## config.mk

```make
export PLATFORM = sky130hd
export DESIGN_NAME = pwr_cycle_ctrl
export DESIGN_NICKNAME = d
export VERILOG_FILES = /design/src/rtl/pp_pkg.sv /design/src/rtl/pp_phase_timer.sv /design/src/rtl/pp_wake_veto.sv /design/src/rtl/pp_trig_gate.sv /design/src/rtl/pp_line_sel.sv /design/src/rtl/pwr_cycle_ctrl.sv
export SDC_FILE = /design/constraint.sdc
export NUM_CORES = 1
export LEC_CHECK = 0
export BUFFER_PORTS_ARGS = -buffer_cell sky130_fd_sc_hd__clkbuf_2
export CAP_MARGIN = 5
export CORE_MARGIN = 2
export CORE_UTILIZATION = 30
export DETAILED_ROUTE_END_ITERATION = 10
export GPL_ROUTABILITY_DRIVEN = 0
export PLACE_DENSITY = 0.54
export SYNTH_ARGS = -nofsm -noshare
export SYNTH_HDL_FRONTEND = slang
export SYNTH_SLANG_ARGS = --single-unit
```

## constraint.sdc

```tcl
create_clock -name clk -period 2.3 [get_ports clk]
set_clock_uncertainty 0.1 [all_clocks]
set_input_delay 0.115 -clock clk [delete_from_list [all_inputs] [get_ports clk]]
set_output_delay 0.115 -clock clk [all_outputs]
set_load 0.005 [all_outputs]
```

## src/rtl/pp_pkg.sv

```systemverilog
package pp_pkg;
    localparam int N_LINES = 3;

    typedef enum logic [1:0] {
        LINE_ANALOG = 2'd0,
        LINE_DAC    = 2'd1,
        LINE_DIGIT  = 2'd2
    } line_id_e;

    typedef enum logic [2:0] {
        TV_NONE     = 3'd0,
        TV_ACCEPT   = 3'd1,
        TV_REJ_OFF  = 3'd2,
        TV_REJ_WAKE = 3'd3,
        TV_REJ_BUSY = 3'd4
    } trig_verdict_e;
endpackage

```

## src/rtl/pp_phase_timer.sv

```systemverilog
module pp_phase_timer #(
    parameter int PERIOD_CYC = 100,
    parameter int ON_CYC     = 20
) (
    input  logic clk,
    input  logic rst_n,
    output logic pwr_on,
    output logic on_start
);
    localparam int PH_W = (PERIOD_CYC > 1) ? $clog2(PERIOD_CYC) : 1;
    localparam logic [PH_W-1:0] OFF_START = PH_W'(PERIOD_CYC - ON_CYC);
    localparam logic [PH_W-1:0] LAST_PH   = PH_W'(PERIOD_CYC - 1);

    typedef struct packed {
        logic [PH_W-1:0] phase;
    } tmr_st_t;

    tmr_st_t st_d, st_q;

    always_comb begin
        st_d = st_q;
        if (st_q.phase == LAST_PH) begin
            st_d.phase = '0;
        end else begin
            st_d.phase = st_q.phase + 1'b1;
        end
        pwr_on   = (st_q.phase >= OFF_START);
        on_start = (st_q.phase == OFF_START);
    end

    always_ff @(posedge clk) begin
        if (!rst_n) begin
            st_q <= '0;
        end else begin
            st_q <= st_d;
        end
    end
endmodule

```

## src/rtl/pp_wake_veto.sv

```systemverilog
module pp_wake_veto #(
    parameter int WAKE_CYC = 5
) (
    input  logic clk,
    input  logic rst_n,
    input  logic pwr_on,
    input  logic on_start,
    output logic acq_en,
    output logic in_wake
);
    localparam int WK_W = $clog2(WAKE_CYC + 1);
    localparam logic [WK_W-1:0] WAKE_RELOAD = WK_W'(WAKE_CYC - 1);

    typedef struct packed {
        logic [WK_W-1:0] left;
    } wake_st_t;

    wake_st_t st_d, st_q;

    always_comb begin
        st_d = st_q;
        if (on_start) begin
            st_d.left = WAKE_RELOAD;
        end else if (st_q.left != '0) begin
            st_d.left = st_q.left - 1'b1;
        end
        if (!pwr_on) begin
            st_d.left = on_start ? WAKE_RELOAD : '0;
        end
        in_wake = pwr_on && (on_start || (st_q.left != '0));
        acq_en  = pwr_on && !in_wake;
    end

    always_ff @(posedge clk) begin
        if (!rst_n) begin
            st_q <= '0;
        end else begin
            st_q <= st_d;
        end
    end
endmodule

```

## src/rtl/pp_trig_gate.sv

```systemverilog
module pp_trig_gate
    import pp_pkg::*;
#(
    parameter int CNT_W = 8
) (
    input  logic             clk,
    input  logic             rst_n,
    input  logic             trig_in,
    input  logic             busy_in,
    input  logic             pwr_on,
    input  logic             in_wake,
    input  logic             on_start,
    output logic             trig_acc,
    output logic [CNT_W-1:0] acc_cnt,
    output logic [CNT_W-1:0] rej_cnt
);
    localparam logic [CNT_W-1:0] CNT_MAX = {CNT_W{1'b1}};

    typedef struct packed {
        logic             acc_pulse;
        logic [CNT_W-1:0] acc;
        logic [CNT_W-1:0] rej;
    } gate_st_t;

    gate_st_t      st_d, st_q;
    trig_verdict_e verdict;
    logic          is_rej;

    always_comb begin
        if (!trig_in) begin
            verdict = TV_NONE;
        end else if (!pwr_on) begin
            verdict = TV_REJ_OFF;
        end else if (in_wake) begin
            verdict = TV_REJ_WAKE;
        end else if (busy_in) begin
            verdict = TV_REJ_BUSY;
        end else begin
            verdict = TV_ACCEPT;
        end
        is_rej = (verdict == TV_REJ_OFF) || (verdict == TV_REJ_WAKE) ||
                 (verdict == TV_REJ_BUSY);
    end

    always_comb begin
        st_d           = st_q;
        st_d.acc_pulse = (verdict == TV_ACCEPT);
        if (on_start) begin
            st_d.acc = '0;
            st_d.rej = is_rej ? CNT_W'(1) : '0;
        end else begin
            if ((verdict == TV_ACCEPT) && (st_q.acc != CNT_MAX)) begin
                st_d.acc = st_q.acc + 1'b1;
            end
            if (is_rej && (st_q.rej != CNT_MAX)) begin
                st_d.rej = st_q.rej + 1'b1;
            end
        end
    end

    always_ff @(posedge clk) begin
        if (!rst_n) begin
            st_q <= '0;
        end else begin
            st_q <= st_d;
        end
    end

    assign trig_acc = st_q.acc_pulse;
    assign acc_cnt  = st_q.acc;
    assign rej_cnt  = st_q.rej;
endmodule

```

## src/rtl/pp_line_sel.sv

```systemverilog
module pp_line_sel
    import pp_pkg::*;
(
    input  logic               pwr_on,
    input  logic [N_LINES-1:0] cfg_pulse,
    output logic [N_LINES-1:0] line_en
);
    for (genvar g = 0; g < N_LINES; g++) begin : g_line
        always_comb begin
            line_en[g] = cfg_pulse[g] ? pwr_on : 1'b1;
        end
    end
endmodule

```

## src/rtl/pwr_cycle_ctrl.sv

```systemverilog
module pwr_cycle_ctrl
    import pp_pkg::*;
#(
    parameter int PERIOD_CYC = 100,
    parameter int ON_CYC     = 20,
    parameter int WAKE_CYC   = 5,
    parameter int CNT_W      = 8
) (
    input  logic               clk,
    input  logic               rst_n,
    input  logic [N_LINES-1:0] cfg_pulse,
    input  logic               trig_in,
    input  logic               busy_in,
    output logic               pwr_on,
    output logic               acq_en,
    output logic [N_LINES-1:0] line_en,
    output logic               trig_acc,
    output logic [CNT_W-1:0]   acc_cnt,
    output logic [CNT_W-1:0]   rej_cnt
);
    logic on_start;
    logic in_wake;

    pp_phase_timer #(.PERIOD_CYC(PERIOD_CYC), .ON_CYC(ON_CYC)) u_timer (
        .clk      (clk),
        .rst_n    (rst_n),
        .pwr_on   (pwr_on),
        .on_start (on_start)
    );

    pp_wake_veto #(.WAKE_CYC(WAKE_CYC)) u_wake (
        .clk      (clk),
        .rst_n    (rst_n),
        .pwr_on   (pwr_on),
        .on_start (on_start),
        .acq_en   (acq_en),
        .in_wake  (in_wake)
    );

    pp_trig_gate #(.CNT_W(CNT_W)) u_gate (
        .clk      (clk),
        .rst_n    (rst_n),
        .trig_in  (trig_in),
        .busy_in  (busy_in),
        .pwr_on   (pwr_on),
        .in_wake  (in_wake),
        .on_start (on_start),
        .trig_acc (trig_acc),
        .acc_cnt  (acc_cnt),
        .rej_cnt  (rej_cnt)
    );

    pp_line_sel u_lines (
        .pwr_on    (pwr_on),
        .cfg_pulse (cfg_pulse),
        .line_en   (line_en)
    );
endmodule

```

Yosys cells after proc, flatten, opt, wreduce, memory -nomap -nowiden
Index checks and enable logic that the tools add are counted.
{"block": "totals", "regBits": 27, "input_bits": 7, "out_inout_bits": 22, "elab_cells": 46}
{"block": "classes", "addsub": 4, "magnitude_cmp": 1, "eq_ne": 9, "muxes": 14, "n_bitwise": 1, "n_reduce_logical": 12}
{"op": "$mux W3", "n": 8}
{"op": "$add A8 B1 Y8 const B", "n": 2}
{"op": "$mux W8", "n": 2}
{"op": "$ne A8 B8 Y1 const B", "n": 2}
{"op": "$eq A7 B7 Y1 const B", "n": 2}
{"op": "$add A7 B1 Y7 const B", "n": 1}
{"op": "$ge A7 B7 Y1 const B", "n": 1}
{"op": "$eq A3 B2 Y1 const B", "n": 2}
{"op": "$logic_and A1 B1 Y1", "n": 4}
{"op": "$mux W1", "n": 4}
{"op": "$reduce_or A2 Y1", "n": 2}
{"op": "$eq A3 B1 Y1 const B", "n": 1}
{"op": "$eq A3 B3 Y1 const B", "n": 1}
{"op": "$logic_or A1 B1 Y1", "n": 3}
{"op": "$ne A3 B3 Y1 const B", "n": 1}
{"op": "$reduce_bool A3 Y1", "n": 1}
{"op": "$sub A3 B1 Y3 const B", "n": 1}
{"op": "$reduce_bool A2 Y1", "n": 1}
{"op": "$logic_not A1 Y1", "n": 1}
{"op": "$not A1 Y1", "n": 1}

Depth between registers and ports, before layout
{"block": "logic_depth", "word_depth": 12, "mapped_depth": 7}

Modules after synthesis
A second synthesis with hierarchy kept.
{"block": "unflattened", "hier_cells": 153, "hier_area_um2": 1401.3}
{"module": "pp_trig_gate", "n_inst": 1, "cells_per_inst": 93, "area_each_um2": 840.8, "seq_area_each_um2": 340.3}
{"module": "pp_phase_timer", "n_inst": 1, "cells_per_inst": 37, "area_each_um2": 337.8, "seq_area_each_um2": 140.1}
{"module": "pp_wake_veto", "n_inst": 1, "cells_per_inst": 20, "area_each_um2": 203.9, "seq_area_each_um2": 60.1}
{"module": "pp_line_sel", "n_inst": 1, "cells_per_inst": 3, "area_each_um2": 18.8, "seq_area_each_um2": 0.0}

Worst setup path before layout
No wires, ideal clock.
{"block": "synth_timing", "path_kind": "register to register", "from": "register u_wake.st_q[0] in the netlist's numbering", "to": "register u_gate.st_q, in the netlist u_gate.acc_cnt[6]", "setup_ps": 73, "t_arrival_ps": 1688, "path_slack_ps": 439, "stages_incl_launch_ff": 8, "n_path_buf": 1, "cell_sequence": "dfxtp_1 -> inv_1 -> ha_1 -> or2b_1 -> a2111oi_4 -> buf_6 -> a41oi_4 -> nor3_2"}
{"block": "synth_between", "elab_chain_cells": 8}
{"element": "start: declaration", "line_no": "pp_wake_veto.sv:18", "rtl": "wake_st_t st_d, st_q;"}
{"element": "start signal: assignment", "line_no": "pp_wake_veto.sv:38", "rtl": "st_q <= st_d;"}
{"element": "$reduce_bool A3 Y1", "line_no": "pp_wake_veto.sv:30", "rtl": "in_wake = pwr_on && (on_start || (st_q.left != '0));"}
{"element": "$logic_or A1 B1 Y1", "line_no": "pp_wake_veto.sv:30"}
{"element": "$logic_and A1 B1 Y1", "line_no": "pp_wake_veto.sv:30"}
{"element": "$mux W3", "line_no": "pp_trig_gate.sv:34", "rtl": "end else if (in_wake) begin"}
{"element": "$mux W3", "line_no": "pp_trig_gate.sv:32", "rtl": "end else if (!pwr_on) begin"}
{"element": "$mux W3", "line_no": "pp_trig_gate.sv:30", "rtl": "if (!trig_in) begin"}
{"element": "$eq A3 B1 Y1", "line_no": "pp_trig_gate.sv:52", "rtl": "if ((verdict == TV_ACCEPT) && (st_q.acc != CNT_MAX)) begin"}
{"element": "$logic_and A1 B1 Y1", "line_no": "pp_trig_gate.sv:52"}
{"element": "end signal: assignment", "line_no": "pp_trig_gate.sv:65", "rtl": "st_q <= st_d;"}
{"element": "end: declaration", "line_no": "pp_trig_gate.sv:25", "rtl": "gate_st_t st_d, st_q;"}
No other way between the ends.
A chain may end at the register's enable or synchronous reset.

Final worst setup path
{"block": "layout_timing", "from": "register u_wake.st_q[0] in the netlist's numbering", "to": "register u_gate.st_q, in the netlist u_gate.rej_cnt[0]"}
{"block": "layout_between", "elab_chain_cells": 11}
{"element": "$reduce_bool A3 Y1 (*)", "line_no": "pp_wake_veto.sv:30"}
{"element": "$logic_or A1 B1 Y1 (*)", "line_no": "pp_wake_veto.sv:30"}
{"element": "$logic_and A1 B1 Y1 (*)", "line_no": "pp_wake_veto.sv:30"}
{"element": "$mux W3 (*)", "line_no": "pp_trig_gate.sv:34"}
{"element": "$mux W3 (*)", "line_no": "pp_trig_gate.sv:32"}
{"element": "$mux W3 (*)", "line_no": "pp_trig_gate.sv:30"}
{"element": "$eq A3 B2 Y1", "line_no": "pp_trig_gate.sv:41", "rtl": "is_rej = (verdict == TV_REJ_OFF) || (verdict == TV_REJ_WAKE) ||"}
{"element": "$logic_or A1 B1 Y1", "line_no": "pp_trig_gate.sv:41"}
{"element": "$logic_or A1 B1 Y1 (*)", "line_no": "pp_trig_gate.sv:41"}
{"element": "$mux W1 / $logic_and A1 B1 Y1 (equally long branches)", "line_no": "pp_trig_gate.sv:50, pp_trig_gate.sv:55"}
{"element": "$mux W8 / $reduce_bool A2 Y1 (equally long branches)"}
Every way passes the cells marked *; elsewhere a longest branch is shown, timed or not.

==> flow_summary.json <==
{
  "grt_start_max_net_pins": 17,
  "routed-via-count": 1288,
  "grt_setup_unrepaired": "no",
  "synth-async-reset-ratio": 0,
  "synthCells": 159,
  "synth.lib_cells_used.distinct": 48,
  "h_tree_level_count": 1,
  "antenna_found_initial": 0,
  "final_hold_viol_count": 0,
  "nNetsFinal": 209,
  "post_synth.cell_area_avg_um2": 9.097,
  "synth-warning-count": 0,
  "post-synth-top-area-fraction": 0.3737,
  "syn_nets": 172,
  "synth-edff-count": 0,
  "cts_hold_buf": 0,
  "startpoint_type": "flip-flop",
  "setup_viol": 0,
  "simple_gate_share_of_the_synthesized_area": 0.2656,
  "synth_compound_gate_area_share": 0.2145,
  "detailedPlacementHpwl_mm": 2.405,
  "power.density_cell_area_nw_per_um2": 463.4,
  "gr-usage-all-layers": 0.1316,
  "die_height_um": 73.44,
  "synth.mux.area_fraction": 0.01384,
  "effective_utilization_at_floorplan": 0.3083,
  "cts.repair.resized": 0,
  "drc": 0,
  "worst_pin_slew_ps": 541.0,
  "numClockSinks": 27,
  "post-route-min-period_ps": 2059,
  "critPathKind": "reg2reg",
  "timing.max_slew.rel_slack": 0.6380,
  "drive_gt1_frac": 0.2513,
  "number_of_iterations_in_the_first_detailed_routing_pass": 4,
  "synthTopCellsByArea": "sky130_fd_sc_hd__dfxtp_1 37%, sky130_fd_sc_hd__ha_1 5.2%, sky130_fd_sc_hd__o31ai_1 4.2%, sky130_fd_sc_hd__or4_1 3.6%, sky130_fd_sc_hd__a21oi_1 3.5%",
  "cts.path.max_buffers": 2,
  "cts_tree": "yes",
  "post_synth_xor_area_fraction": 0.03633,
  "timing.setup.tns_ps": 0,
  "timing.critical_path.to_type": "flip-flop",
  "layout.cells.most_common_list": "28 x sky130_fd_sc_hd__clkbuf_2, 27 x sky130_fd_sc_hd__dfxtp_1, 13 x sky130_fd_sc_hd__nand2_1, 12 x sky130_fd_sc_hd__nor2_1, 10 x sky130_fd_sc_hd__a21oi_1",
  "power.leakage_nw": 0.6538,
  "status": "complete, no violations",
  "synth_top_family_by_area": "simple AND/OR/NAND/NOR gates",
  "max-cap-violations": 0,
  "fp.dieArea_um2": 5393,
  "routed_via_density": 5.173,
  "hold_slack_ps": 94.55,
  "max_slew_vio_count": 0,
  "postSynth.topFlopCell": "sky130_fd_sc_hd__dfxtp_1",
  "postCtsSetupRepairBufs": 0,
  "drt_iter0_markers": 81,
  "hold_class": "in2reg",
  "worst-endpoint-arrival_ps": 2170,
  "path_max_fanout": 16,
  "synth-adder-area-share": 0.05190,
  "antenna-diode-count": 0,
  "io_pins": 29,
  "total_global_routing_overflow": 0,
  "route.antenna.remaining_nets": 0,
  "clock_latency_of_the_later_clocked_register_in_the_worst_skew_pair_ps": 270,
  "post_synth_instance_area_um2": 1446,
  "routed_wire_length_per_instance_um": 12.88,
  "final_common_cell": "sky130_fd_sc_hd__clkbuf_2",
  "die-width_um": 73.44,
  "netlist.top_cell.by_area": "sky130_fd_sc_hd__dfxtp_1",
  "clock.fmax_mhz": 485.7,
  "register_bit_total_from_synthesis": 27,
  "cts.reportedPaths.clkPinSlew_ps": 90,
  "first_global_vias": 1196,
  "placementRows": 25,
  "grt_first_pass_wirelength_mm": 5.547,
  "root_buffer": "sky130_fd_sc_hd__clkbuf_8",
  "worst-endpoint-required_ps": 2410,
  "wirelength_mm": 3.207,
  "final_period_util": 0.8953,
  "synth-seq-area-share": 0.3737,
  "floorplan.core_area_um2": 4692,
  "max-vdd-ir-drop_uv": 326.3,
  "portBuffers": 28,
  "layout-area-overhead-vs-synth_pct": 19.90,
  "cts_buffers": 3
}
## worst max-delay path, cell delays in order, from the launching register on
cell	delay (ps)
sky130_fd_sc_hd__dfxtp_1	360
sky130_fd_sc_hd__inv_1	70
sky130_fd_sc_hd__ha_1	220
sky130_fd_sc_hd__or2b_1	300
sky130_fd_sc_hd__a2111oi_4	80
sky130_fd_sc_hd__buf_4	200
sky130_fd_sc_hd__or4_2	540
sky130_fd_sc_hd__a31oi_1	130
## final cells by class
| cell class | instances | area, µm² |
|---|---|---|
| multi-input cells | 119 | 842.1 |
| clock inverters | 1 | 5.005 |
| clock buffers | 3 | 41.29 |
| fillers | 519 | 2958 |
| well taps | 54 | 67.56 |
| flip-flops and latches | 27 | 540.5 |
| inverters | 8 | 30.03 |
| repair buffers | 37 | 207.7 |
## report_power, final
part	internal, mW	switching (mW)	total (mW)
clock	0.121	0.149	0.270
sequential	0.474	0.00785	0.482
combinational	0.0235	0.0278	0.0513
## metrics by stage
stage / power [mW] / instances / utilization / worst slack (ps) / cell area [µm²]
5_1_grt: 0.8514 / 249 / 0.3696 / 95.07 / 1734
2_1_floorplan: 0.5205 / 159 / - / 439.4 / 1446
3_5_place_dp: 0.5455 / 245 / 0.3597 / 256.8 / 1688
3_3_place_gp: 0.5451 / 245 / 0.3597 / 309.4 / 1688
6_report: 0.8036 / 249 / 0.3696 / 240.9 / 1734
4_1_cts: 0.8207 / 249 / 0.3696 / 239.8 / 1734
## synthesized netlist by cell type, types with 3 or more instances
master,n
sky130_fd_sc_hd__nand3_1,9
sky130_fd_sc_hd__or4_1,7
sky130_fd_sc_hd__o21ai_0,4
sky130_fd_sc_hd__o31ai_1,8
sky130_fd_sc_hd__xnor2_1,4
sky130_fd_sc_hd__a21oi_1,10
sky130_fd_sc_hd__inv_1,7
sky130_fd_sc_hd__nand4_1,4
sky130_fd_sc_hd__nor3_1,3
sky130_fd_sc_hd__ha_1,6
sky130_fd_sc_hd__nand2_1,13
sky130_fd_sc_hd__dfxtp_1,27
sky130_fd_sc_hd__or3_1,3
sky130_fd_sc_hd__nor2_1,12
## logic make-up (layout without fill, tap and decap cells)
kind of cell | after synthesis | count (layout)
and+or+nand+nor | 66 | 66
adders and majority gates | 6 | 6
buffers and inverters | 13 | 49
DFF | 27 | 27
muxes | 2 | 2
xor gates and xnor gates | 6 | 6
AOI/OAI and AO/OA | 39 | 39
## path summary, 6_finish.rpt
path                                                   from                        endpoint  slack (ps)  cells after the start
worst max-delay path            u_wake.st_q[0]$_SDFFE_PN0P_  u_gate.rej_cnt[0]$_SDFFE_PN0P_         240                      7
worst min-delay path                                  rst_n  u_gate.rej_cnt[0]$_SDFFE_PN0P_          90                      3
worst max register to register  u_wake.st_q[0]$_SDFFE_PN0P_  u_gate.rej_cnt[0]$_SDFFE_PN0P_         240                      7
worst min register to register   u_timer.st_q[0]$_SDFF_PP0_      u_timer.st_q[0]$_SDFF_PP0_         360                      1
## sequential cells by signal, summed over array words and instances (netlist names)
name,cells
u_gate.acc_cnt,8
u_gate.rej_cnt,8
u_wake.st_q,3
u_timer.st_q,7
u_gate.trig_acc,1
## layer usage
metal / GRT usage / part of all wire
met4: 0.04242 / 0.0090
met2: 0.2102 / 0.46
met3: 0.02881 / 0.026
met5: 0 / 0
met1: 0.1768 / 0.50
Note: power is estimated with default switching activity, not from simulation.
